**config.mk**
```make
export PLATFORM = sky130hd
export DESIGN_NAME = ecd_erase_decoder
export DESIGN_NICKNAME = d
export VERILOG_FILES = /design/src/rtl/ecd_pkg.sv /design/src/rtl/ecd_seq.sv /design/src/rtl/ecd_ctrl.sv /design/src/rtl/ecd_erase_decoder.sv
export SDC_FILE = /design/constraint.sdc
export NUM_CORES = 1
export LEC_CHECK = 0
export BUFFER_PORTS_ARGS = -buffer_cell sky130_fd_sc_hd__buf_2
export CORE_MARGIN = 3
export CORE_UTILIZATION = 40
export CTS_CLUSTER_DIAMETER = 80
export DETAILED_ROUTE_END_ITERATION = 8
export GPL_ROUTABILITY_DRIVEN = 0
export PLACE_DENSITY_LB_ADDON = 0.1
export SETUP_SLACK_MARGIN = 0.2
export SLEW_MARGIN = 10
export SYNTH_ARGS = -nofsm -noshare
export SYNTH_HDL_FRONTEND = slang
export SYNTH_HIERARCHICAL = 1
export SYNTH_SLANG_ARGS = --single-unit
export TNS_END_PERCENT = 5
```
**constraint.sdc**
```tcl
create_clock -name clk -period 2.03 [get_ports clk]
set_clock_uncertainty 0.05 [all_clocks]
set_input_delay 0.406 -clock clk [delete_from_list [all_inputs] [get_ports clk]]
set_output_delay 0.406 -clock clk [all_outputs]
set_load 0.005 [all_outputs]
```
**src/rtl/ecd_pkg.sv**
```systemverilog
package ecd_pkg;

  localparam int CMD_AW = 11;

  localparam logic [CMD_AW-1:0] ADR_KEY_A = 11'h555;
  localparam logic [CMD_AW-1:0] ADR_KEY_B = 11'h2AA;

  localparam logic [7:0] D_KEY_A  = 8'hAA;
  localparam logic [7:0] D_KEY_B  = 8'h55;
  localparam logic [7:0] D_SETUP  = 8'h80;
  localparam logic [7:0] D_CHIP   = 8'h10;
  localparam logic [7:0] D_SECT   = 8'h30;
  localparam logic [7:0] D_SUSP   = 8'hB0;

  // Position reached in the six-write sequence.
  typedef enum logic [2:0] {
    ST_IDLE, ST_K1, ST_K2, ST_SETUP, ST_K3, ST_K4
  } seq_st_t;

  // Meaning of one write at a given position.
  typedef enum logic [1:0] {
    HIT_NONE, HIT_STEP, HIT_CHIP, HIT_SECT
  } hit_t;

  function automatic hit_t classify(seq_st_t st, logic [CMD_AW-1:0] a,
                                    logic [7:0] d);
    hit_t h;
    h = HIT_NONE;
    case (st)
      ST_IDLE, ST_SETUP: if (a == ADR_KEY_A && d == D_KEY_A) h = HIT_STEP;
      ST_K1, ST_K3:      if (a == ADR_KEY_B && d == D_KEY_B) h = HIT_STEP;
      ST_K2:             if (a == ADR_KEY_A && d == D_SETUP) h = HIT_STEP;
      ST_K4: begin
        if (a == ADR_KEY_A && d == D_CHIP) h = HIT_CHIP;
        else if (d == D_SECT)              h = HIT_SECT;
      end
      default: h = HIT_NONE;
    endcase
    return h;
  endfunction

endpackage

```
**src/rtl/ecd_seq.sv**
```systemverilog
module ecd_seq
  import ecd_pkg::*;
(
  input  logic              clk,
  input  logic              rst_n,
  input  logic              wr_en,
  input  logic              hold,
  input  logic [CMD_AW-1:0] addr_lo,
  input  logic [7:0]        data,
  output logic              hit_chip,
  output logic              hit_sect
);

  seq_st_t state_q;
  hit_t    hit;
  logic    take;

  assign hit      = classify(state_q, addr_lo, data);
  assign take     = wr_en && !hold;
  assign hit_chip = take && (hit == HIT_CHIP);
  assign hit_sect = take && (hit == HIT_SECT);

  always_ff @(posedge clk or negedge rst_n) begin
    if (!rst_n) begin
      state_q <= ST_IDLE;
    end else if (take) begin
      if (hit == HIT_STEP) state_q <= seq_st_t'(state_q + 3'd1);
      else                 state_q <= ST_IDLE;
    end
  end

  AST_HOLD_IDLE: assert property (@(posedge clk) disable iff (!rst_n)
    hold |-> state_q == ST_IDLE);
  AST_BAD_TO_IDLE: assert property (@(posedge clk) disable iff (!rst_n)
    (take && hit == HIT_NONE) |=> state_q == ST_IDLE);
  AST_NO_STROBE_STABLE: assert property (@(posedge clk) disable iff (!rst_n)
    !wr_en |=> $stable(state_q));

endmodule

```
**src/rtl/ecd_ctrl.sv**
```systemverilog
module ecd_ctrl
  import ecd_pkg::*;
#(
  parameter int SECT_W = 5
) (
  input  logic              clk,
  input  logic              rst_n,
  input  logic              hit_chip,
  input  logic              hit_sect,
  input  logic [SECT_W-1:0] sect_in,
  input  logic              wr_en,
  input  logic [7:0]        data,
  input  logic              eng_done,
  output logic              busy,
  output logic              start_chip,
  output logic              start_sect,
  output logic              susp_req,
  output logic [SECT_W-1:0] sect_idx
);

  logic chip_mode;
  logic susp_hit;

  assign susp_hit = busy && !chip_mode && !eng_done && wr_en && (data == D_SUSP);

  always_ff @(posedge clk or negedge rst_n) begin
    if (!rst_n) begin
      busy       <= 1'b0;
      chip_mode  <= 1'b0;
      start_chip <= 1'b0;
      start_sect <= 1'b0;
      susp_req   <= 1'b0;
      sect_idx   <= '0;
    end else begin
      start_chip <= 1'b0;
      start_sect <= 1'b0;
      susp_req   <= susp_hit;
      if (!busy) begin
        if (hit_chip) begin
          busy       <= 1'b1;
          chip_mode  <= 1'b1;
          start_chip <= 1'b1;
        end else if (hit_sect) begin
          busy       <= 1'b1;
          chip_mode  <= 1'b0;
          start_sect <= 1'b1;
          sect_idx   <= sect_in;
        end
      end else if (eng_done) begin
        busy      <= 1'b0;
        chip_mode <= 1'b0;
        sect_idx  <= '0;
      end
    end
  end

  AST_ONE_START: assert property (@(posedge clk) disable iff (!rst_n)
    !(start_chip && start_sect));
  AST_START_RAISES_BUSY: assert property (@(posedge clk) disable iff (!rst_n)
    (start_chip || start_sect) |-> busy && !$past(busy));
  AST_BUSY_HOLD: assert property (@(posedge clk) disable iff (!rst_n)
    (busy && !eng_done) |=> busy);
  AST_DONE_RELEASE: assert property (@(posedge clk) disable iff (!rst_n)
    (busy && eng_done) |=> (!busy && sect_idx == '0));
  AST_SUSP_SECTOR_ONLY: assert property (@(posedge clk) disable iff (!rst_n)
    susp_req |-> (busy && !chip_mode));
  AST_CHIP_QUIET: assert property (@(posedge clk) disable iff (!rst_n)
    (busy && chip_mode) |=> !susp_req && !start_chip && !start_sect);
  AST_INDEX_STABLE: assert property (@(posedge clk) disable iff (!rst_n)
    (busy && $past(busy)) |-> $stable(sect_idx));

endmodule

```
**src/rtl/ecd_erase_decoder.sv**
```systemverilog
module ecd_erase_decoder
  import ecd_pkg::*;
#(
  parameter int ADDR_W     = 21,
  parameter int SECT_SHIFT = 16
) (
  input  logic                         clk,
  input  logic                         rst_n,
  input  logic                         wr_en,
  input  logic [ADDR_W-1:0]            wr_addr,
  input  logic [7:0]                   wr_data,
  input  logic                         eng_done,
  output logic                         start_chip,
  output logic                         start_sector,
  output logic                         susp_req,
  output logic [ADDR_W-SECT_SHIFT-1:0] sect_idx,
  output logic                         busy
);

  localparam int SECT_W = ADDR_W - SECT_SHIFT;

  logic hit_chip;
  logic hit_sect;

  ecd_seq u_seq (
    .clk      (clk),
    .rst_n    (rst_n),
    .wr_en    (wr_en),
    .hold     (busy),
    .addr_lo  (wr_addr[CMD_AW-1:0]),
    .data     (wr_data),
    .hit_chip (hit_chip),
    .hit_sect (hit_sect)
  );

  ecd_ctrl #(.SECT_W(SECT_W)) u_ctrl (
    .clk        (clk),
    .rst_n      (rst_n),
    .hit_chip   (hit_chip),
    .hit_sect   (hit_sect),
    .sect_in    (wr_addr[ADDR_W-1:SECT_SHIFT]),
    .wr_en      (wr_en),
    .data       (wr_data),
    .eng_done   (eng_done),
    .busy       (busy),
    .start_chip (start_chip),
    .start_sect (start_sector),
    .susp_req   (susp_req),
    .sect_idx   (sect_idx)
  );

  AST_NO_START_WHEN_BUSY: assert property (@(posedge clk) disable iff (!rst_n)
    $past(busy) |-> !(start_chip || start_sector));

endmodule

```
# After elaboration in Yosys (flattened, before gate mapping)
# Index checks and enable logic that the tools add are counted.
# classes
addsub,1
mul,0
magnitude_cmp,0
n_reduce_logical,21
eq_ne,18
n_bitwise,0
shifts,0
muxes,23
div,0
# op_table
operator,count
"8-bit equality test, second input constant",3
5-bit two-way mux,4
1-bit two-way mux,15
"11-bit by 10-bit equality test with 1-bit output, second input constant",1
"11-bit equality test, second input constant",1
1-bit logical AND,11
"8-bit by 5-bit equality test with 1-bit output, second input constant",1
"8-bit by 6-bit equality test with 1-bit output, second input constant",1
"8-bit by 7-bit equality test with 1-bit output, second input constant",1
2-bit case mux with 4 select lines,1
"3-bit by 2-bit equality test with 1-bit output, second input constant",2
"3-bit equality test, second input constant",2
"2-bit equality test, second input constant",2
2-bit two-way mux,2
2-bit OR reduction,2
"3-bit by 1-bit adder with 3-bit output, second input constant",1
"3-bit by 1-bit equality test with 1-bit output, second input constant",1
1-bit zero test,3
3-bit zero test,1
3-bit two-way mux,1
3-bit AND reduction,1
3-bit nonzero test,1
"2-bit by 1-bit equality test with 1-bit output, second input constant",1
"2-bit by 1-bit inequality test with 1-bit output, second input constant",1
other kinds (3),3
# totals
regBits,13
out_inout_bits,9
input_bits,33
ram_bits,0
mem_count,0
mem_bits_ro,0
latch_bits,0
word_cells,70

# Depth between registers and ports, before layout
# Gate-level depths: netlist (run 1).
# logic_depth
depth_word,9
depth_mapped,11
depth_no_buf,10

# By module
# The synthesis (run 1) kept the hierarchy.
# by_module_without_submodules
mod,area_per_inst_um2,instances,cells_each
ecd_ctrl,415.4,1,38
ecd_seq,405.4,1,51

# Worst setup path after synthesis (run 1)
# No wires, ideal clock.
# synth_path
kind,in2reg
from,input port wr_addr[1]
to,register u_ctrl.sect_idx[0]
setup_slack_ns,-0.171
setup_time_ns,0.130
arrival_ns,2.021
n_path_buf,1
stages,7
cell_sequence,or4b_1 or4_4 nor3_1 nor3b_2 buf_6 nand2_1 o21ai_0
# synth_via
elab_chain_cells,8
elab_cells_between_ends,18
cone_classes,eq/ne: 5; mux: 5; reduce/logical: 8
# synth_lines
item,line,rtl
"start, declared",ecd_erase_decoder.sv:10,"input logic [ADDR_W-1:0] wr_addr,"
11-bit equality test or 11-bit by 10-bit equality test with 1-bit output (tied branches),n/a,
"1-bit logical AND, on equally long branches",n/a,
2-bit two-way mux (tied with other cells),ecd_pkg.sv:34,if (a == ADR_KEY_A && d == D_CHIP) h = HIT_CHIP;
2-bit case mux with 4 select lines *,ecd_pkg.sv:29,case (st)
2-bit equality test *,ecd_seq.sv:20,assign hit_chip = take && (hit == HIT_CHIP);
1-bit logical AND *,ecd_seq.sv:20,
net hit_chip,ecd_erase_decoder.sv:22,logic hit_chip;
2-bit by 1-bit inequality test with 1-bit output (no source line) *,n/a,
3-bit AND reduction (no source line) *,n/a,
"end signal, assigned",ecd_ctrl.sv:47,sect_idx <= sect_in;
"end, declared",ecd_ctrl.sv:18,output logic [SECT_W-1:0] sect_idx
# Mark *: on every way through the listed nets, which the timed path passes. The rest lies on a longest branch.
# A chain may end at the register's enable or synchronous reset.

# Worst setup path after layout (run 1)
# layout_path
from,register u_seq.state_q[1]
to,register u_ctrl.sect_idx[0]
# layout_via
elab_chain_cells,7
elab_cells_between_ends,16
cone_classes,eq/ne: 8; mux: 1; reduce/logical: 7
# layout_lines
item,line,rtl
"start, declared",ecd_seq.sv:14,seq_st_t state_q;
"start signal, assigned",ecd_seq.sv:27,if (hit == HIT_STEP) state_q <= seq_st_t'(state_q + 3'd1);
3-bit by 1-bit equality test with 1-bit output (tied with other cells),ecd_pkg.sv:29,
2-bit OR reduction,ecd_pkg.sv:29,
2-bit case mux with 4 select lines *,ecd_pkg.sv:29,
2-bit equality test *,ecd_seq.sv:21,assign hit_sect = take && (hit == HIT_SECT);
1-bit logical AND *,ecd_seq.sv:21,
net hit_sect,ecd_erase_decoder.sv:23,logic hit_sect;
2-bit nonzero test (no source line) *,n/a,
3-bit AND reduction (no source line) *,n/a,
# Marks and branches as above.

==> results of run 1 <==
[layout by cell type, fill, tap and decap left out, types with 2 or more instances in the layout]
cell,count
mux2i_2,2
buf_4,21
nor2_1,3
ha_1,2
ha_4,3
nand2b_1,2
a21oi_2,2
buf_6,5
nand2_2,5
o21ai_1,4
nor3_1,3
o21ai_2,6
inv_1,5
and3_1,2
nand2_1,10
clkbuf_4,3
nor4b_1,2
nor3_4,2
nand4b_1,2
dfrtp_1,12
nor4bb_1,4
buf_2,36
[cell type report]
cell class / count / area (um^2)
sequential: 13 / 327
inverter: 7 / 28.8
tap: 25 / 31.3
fill: 144 / 400
clock buffer: 4 / 26.3
timing repair buffer: 63 / 404
multi-input combinational: 68 / 622
[path summary, 6_finish.rpt]
kind | cells after the start | start | slack, ps | to
worst max-delay path | 10 | u_seq/state_q[1]$_DFFE_PN0P_ | -80 | u_ctrl/sect_idx[0]$_DFFE_PN0P_
worst min-delay path | 3 | wr_addr[20] | 290 | u_ctrl/sect_idx[4]$_DFFE_PN0P_
worst max register to register | 10 | u_seq/state_q[1]$_DFFE_PN0P_ | -80 | u_ctrl/sect_idx[0]$_DFFE_PN0P_
worst min register to register | 2 | u_ctrl/sect_idx[3]$_DFFE_PN0P_ | 470 | u_ctrl/sect_idx[3]$_DFFE_PN0P_
max in group asynchronous | 2 | rst_n | 1190 | u_seq/state_q[0]$_DFFE_PN0P_
min in group asynchronous | 2 | rst_n | 500 | u_ctrl/sect_idx[0]$_DFFE_PN0P_
[sequential cells by signal, indices dropped and copies added (netlist names)]
| signal | cells |
|---|---|
| u_ctrl/sect_idx | 5 |
| u_ctrl/busy | 1 |
| u_ctrl/chip_mode | 1 |
| u_ctrl/start_chip | 1 |
| u_ctrl/susp_req | 1 |
| u_ctrl/start_sect | 1 |
| u_seq/state_q | 3 |
[stage by stage]
step	util (%)	hold WS, ps
3_3_place_gp	63.4	251
3_5_place_dp	63.4	252
2_1_floorplan	-	60.4
4_1_cts	69.8	286
5_1_grt	78.2	299
6_report	78.2	293
[critical path, cell delays in order (launching register included)]
cell and delay (ps):
dfrtp_1 430, buf_6 140, ha_4 140, nor2b_4 120, mux2i_2 160, nor2_1 140
o21ai_1 100, a21oi_2 190, nor3b_4 280, buf_6 180, o21ai_1 70
[what timing repair did]
action,CTS,global route
setup endpoints to repair,11,11
endpoints found under the hold margin,13,0
gates resized for setup,15,34
setup buffers,5,3
cloned,1,0
pin swaps,8,14
hold buffers,1,0
[logic make-up (layout without fill, tap and decap cells)]
logic type / Yosys count / after routing / share of synthesized area [%]
AND/OR/NAND/NOR: 46 / 46 / 35.4
AO/OA/AOI/OAI: 15 / 15 / 10.4
flip-flops: 13 / 13 / 39.6
buffers and inverters: 8 / 74 / 4.57
adder cells (fa/ha/maj): 5 / 5 / 7.62
multiplexers: 2 / 2 / 2.44
[routing by layer]
| metal | up-vias | routed length [um] | global-route usage [%] |
|---|---|---|---|
| li1 | 455 | - | - |
| met1 | 450 | 1070 | 25.3 |
| met2 | 24 | 1370 | 34.1 |
| met3 | 6 | 95 | 5.25 |
| met4 | 0 | 53 | 2.62 |
| met5 | - | 0 | 0 |
[power by group]
group          switching, mW  internal, mW  leakage, nW
clock                 0.0775        0.0761       0.0150
sequential       0.000000239         0.259        0.180
combinational         0.0387        0.0442        0.504
==> flow_metrics.tcl, run 1 <==
set metrics [dict create \
    dp_slack_ps -353 \
    finalHoldViolCount 0 \
    synth_top_cell_by_area "dfrtp_1" \
    period_minus_slack_ps 2110 \
    tns_ps -457 \
    synth_area_leaders "dfrtp_1 40%, ha_1 7.6%, nand2_1 6.9%" \
    fmax_mhz 473 \
    n_antenna_cell 0 \
    drc 0 \
    design_power_total_uw 495 \
    cp_max_fo 6 \
    ys_types 29 \
    synth_most_common_cell "nand2_1" \
    worst_slew_pin_slew_ps 405 \
    setup.worst_path.class "reg -> reg" \
    post-route-period-util_pct 104 \
    drt_first_iter_violations 5 \
    cts-htree-levels 1 \
    grt_pass1_vias 876 \
    crit_required_ps 2140 \
    synthTopCellsByCount "15 x nand2_1, 13 x dfrtp_1, 7 x inv_1, 7 x o21ai_0, 5 x ha_1" \
    violations "setup timing" \
    io_buffer_count 36 \
    p_leak_nw 0.699 \
    area_delta_synth_final_pct 75.3 \
    antenna_found_initial 0 \
    status "complete, but fails checks" \
    dp_cells 166 \
    rsz0062_at_grt "yes" \
    io_pins 42 \
    clock_sinks 13 \
    cts_root_buffer "clkbuf_4" \
    min_path_type "in -> reg" \
    yosys_most_used_dff "dfrtp_1" \
    synth_cells 89 \
    cts_buffers 3 \
    num_vias 935 \
    start_util_pct 44.6 \
    p_per_area_nw_per_um2 344 \
    start_kind "flip-flop" \
    synth.ff_latch_count 13 \
    die_h_um 51.3 \
    synth_area_um2 821 \
    synth-edff-count 0 \
    synth_top_area_share_pct 39.6 \
    setup_viol 7 \
    wl_per_cell_um 14.4 \
    grt_max_degree 14 \
    dp_hpwl_mm 1.76 \
    fp.dieW_um 51.3 \
    path_clk_slew_ps 70 \
    viasPerCell 5.19 \
    worst_slack_ps -83.5 \
    async_reset_ff_share_pct 100 \
    clk_latency_ps 270 \
    layout-drive-gt1-share_pct 63.2 \
    dieArea_um2 2630 \
    clockBufferDepth 2 \
    track_usage_pct 19.8 \
    rows 15 \
    cts_tree "done" \
    maxCapViolCount 0 \
    grt-ovfl-total 0 \
    grt_first_pass_wirelength_mm 3.91 \
    drt_wl_total_mm 2.59 \
    drtPass1Iterations 4 \
    dpl_cell_area_um2 1170 \
    synth.avg_cell_area_um2 9.22 \
    cp.arrival_ps 2220 \
    relSlewSlack_pct 72.6 \
    layoutNonFillerInstCount 180 \
    syn-num-nets 127 \
    placeableCoreArea_um2 1840 \
    slew_violations 0 \
    seq_area_frac_synth_pct 39.6 \
    yosysWarnings 6 \
    nets 194 \
    post-route-cell-area_um2 1440 \
    ant_nets 0 \
    cp-end-kind "flip-flop" \
    vdd_drop_max_mv 0.566 \
]
No activity file was read; power rests on OpenSTA's default activity.
==> run 2, diff against run 1 <==
CORE_UTILIZATION = 42   (was 40)
CTS_BUF_LIST = sky130_fd_sc_hd__clkbuf_2 sky130_fd_sc_hd__clkbuf_4 sky130_fd_sc_hd__clkbuf_8   (was not set)
CTS_CLUSTER_DIAMETER = not set   (was 80)
==> run 2 against run 1 <==
  * The run still ends with setup timing left
  * Critical path depth fell by 1
  * Sequential share of layout area rose by 0.50 points
  * Register-to-register slack improved by 40 ps
  * Via count fell by 4.9%
  * Non-clock buffer count did not move
  * Worst setup slack improved by 36 ps
  * Wire length fell by 10%
  * Count of clock-buffer cells in the layout did not move
  * Power rose by 1.7%
==> flow_metrics.tcl, run 2 (same netlist as run 1, synthesis figures left out) <==
set metrics [dict create \
    setup_viol 6 \
    drt_first_iter_violations 2 \
    finalHoldViolCount 0 \
    critical-path-max-stage-delay_ps 430 \
    dp_slack_ps -315 \
    rows 15 \
    violations "setup timing" \
    setup.worst_path.class "reg -> reg" \
    cts_buffers 3 \
    crit_required_ps 2140 \
    dpl_cell_area_um2 1170 \
    start_util_pct 46.0 \
    cts_root_buffer "clkbuf_4" \
    final_cell_mix "36 x buf_2, 22 x buf_4, 12 x nand2_1, 12 x dfrtp_1, 7 x o21ai_1" \
    clock_sinks 13 \
    clockBufferDepth 2 \
    grt_max_degree 14 \
    worst_slew_pin_slew_ps 329 \
    viasPerCell 4.94 \
    rsz0062_at_grt "yes" \
    cts_tree "done" \
    nets 194 \
    path_clk_slew_ps 80 \
    drtPass1Iterations 4 \
    largest_reg_flops 5 \
    n_antenna_cell 0 \
    drt_wl_total_mm 2.33 \
    die_h_um 50.2 \
    worst_slack_ps -47.4 \
    critPathSlowestCell "dfrtp_1" \
    grt-ovfl-total 0 \
    io_pins 42 \
    cp-end-kind "flip-flop" \
    layout_commonest_cell "buf_2" \
    cp_max_fo 6 \
    period_minus_slack_ps 2080 \
    slew_violations 0 \
    fp.dieW_um 50.2 \
    ant_nets 0 \
    clk_latency_ps 270 \
    dp_hpwl_mm 1.62 \
    layout-drive-gt1-share_pct 61.3 \
    fmax_mhz 481 \
    top_register "u_ctrl/sect_idx" \
    status "complete, but fails checks" \
    p_leak_nw 0.686 \
    grt_first_pass_wirelength_mm 3.57 \
    cp.arrival_ps 2180 \
    antenna_found_initial 0 \
    dp_cells 167 \
    num_vias 889 \
    min_path_type "in -> reg" \
    track_usage_pct 18.3 \
    area_delta_synth_final_pct 71.5 \
    design_power_total_uw 504 \
    drc 0 \
    dieArea_um2 2520 \
    wl_per_cell_um 12.9 \
    relSlewSlack_pct 77.8 \
    maxCapViolCount 0 \
    finish.utilization_pct 78.9 \
    post-route-cell-area_um2 1410 \
    layoutNonFillerInstCount 180 \
    io_buffer_count 36 \
    start_kind "flip-flop" \
    post-route-period-util_pct 102 \
    vdd_drop_max_mv 0.403 \
    cp_cell_sequence "inv_2, ha_4, mux2i_2, nor4b_2, o21ai_1, a21oi_2, nor3b_4, buf_6, o21ai_0" \
    placeableCoreArea_um2 1780 \
    reg_top3 "u_ctrl/sect_idx (5), u_seq/state_q (3)" \
    p_per_area_nw_per_um2 358 \
    grt_pass1_vias 837 \
    cts-htree-levels 1 \
]
==> run 2: cell counts in the layout (fill, tap and decap cells not counted) <==
Identical to the previous run, type by type.
==> run 2: power breakdown <==
group          switching [mW]  internal [mW]
combinational          0.0330         0.0421
clock                  0.0804         0.0895
sequential        0.000000235          0.259
==> run 2: what timing repair did <==
item                                    CTS  global route
hold buffers                              1             0
setup buffers                             4             3
pin swaps                                 6            15
endpoints found under the setup margin   11            12
cloned                                    1             0
endpoints found under the hold margin    13             0
resized for setup                        12            29
==> run 2: final timing paths <==
path / from / end / slack (ps) / cells past startpoint
setup / recovery: u_seq/state_q[1]$_DFFE_PN0P_ / u_ctrl/sect_idx[4]$_DFFE_PN0P_ / -50 / 9
hold / removal: wr_addr[17] / u_ctrl/sect_idx[1]$_DFFE_PN0P_ / 290 / 3
setup reg to reg: u_seq/state_q[1]$_DFFE_PN0P_ / u_ctrl/sect_idx[4]$_DFFE_PN0P_ / -50 / 9
hold reg to reg: u_ctrl/sect_idx[3]$_DFFE_PN0P_ / u_ctrl/sect_idx[3]$_DFFE_PN0P_ / 470 / 2
max in group asynchronous: rst_n / u_seq/state_q[0]$_DFFE_PN0P_ / 1210 / 2
min in group asynchronous: rst_n / u_ctrl/sect_idx[1]$_DFFE_PN0P_ / 490 / 2
==> run 2: layout make-up <==
cell class | instances | area, um^2
fillers | 130 | 375
flip-flops and latches | 13 | 327
repair buffers | 63 | 400
multi-input cells | 68 | 591
well taps | 25 | 31.3
inverters | 7 | 28.8
clock buffers | 4 | 30.0
==> run 2: layer usage <==
layer	part of all wire (%)	wire length [um]	track usage, %
met2	52	1200	31.5
met5	0	0	0
met3	5.0	117	4.45
met1	43	996	23.5
met4	0.39	9	2.76
==> run 2: metrics by stage <==
| step | hold WS [ps] | TNS (ps) |
|---|---|---|
| floorplan | 60.4 | -186 |
| global placement | 250 | -1700 |
| detailed placement | 256 | -2340 |
| CTS | 284 | 0 |
| global route | 279 | -1350 |
| finish | 287 | -161 |
==> run 2: worst max-delay path, delay by kind of cell, from the launching register on <==
kind            cells  cell delay (ps)
flops               1              430
simple gates        2              590
compound gates      3              390
fa+ha+maj           1              150
buf+inv             2              280
mux                 1               80
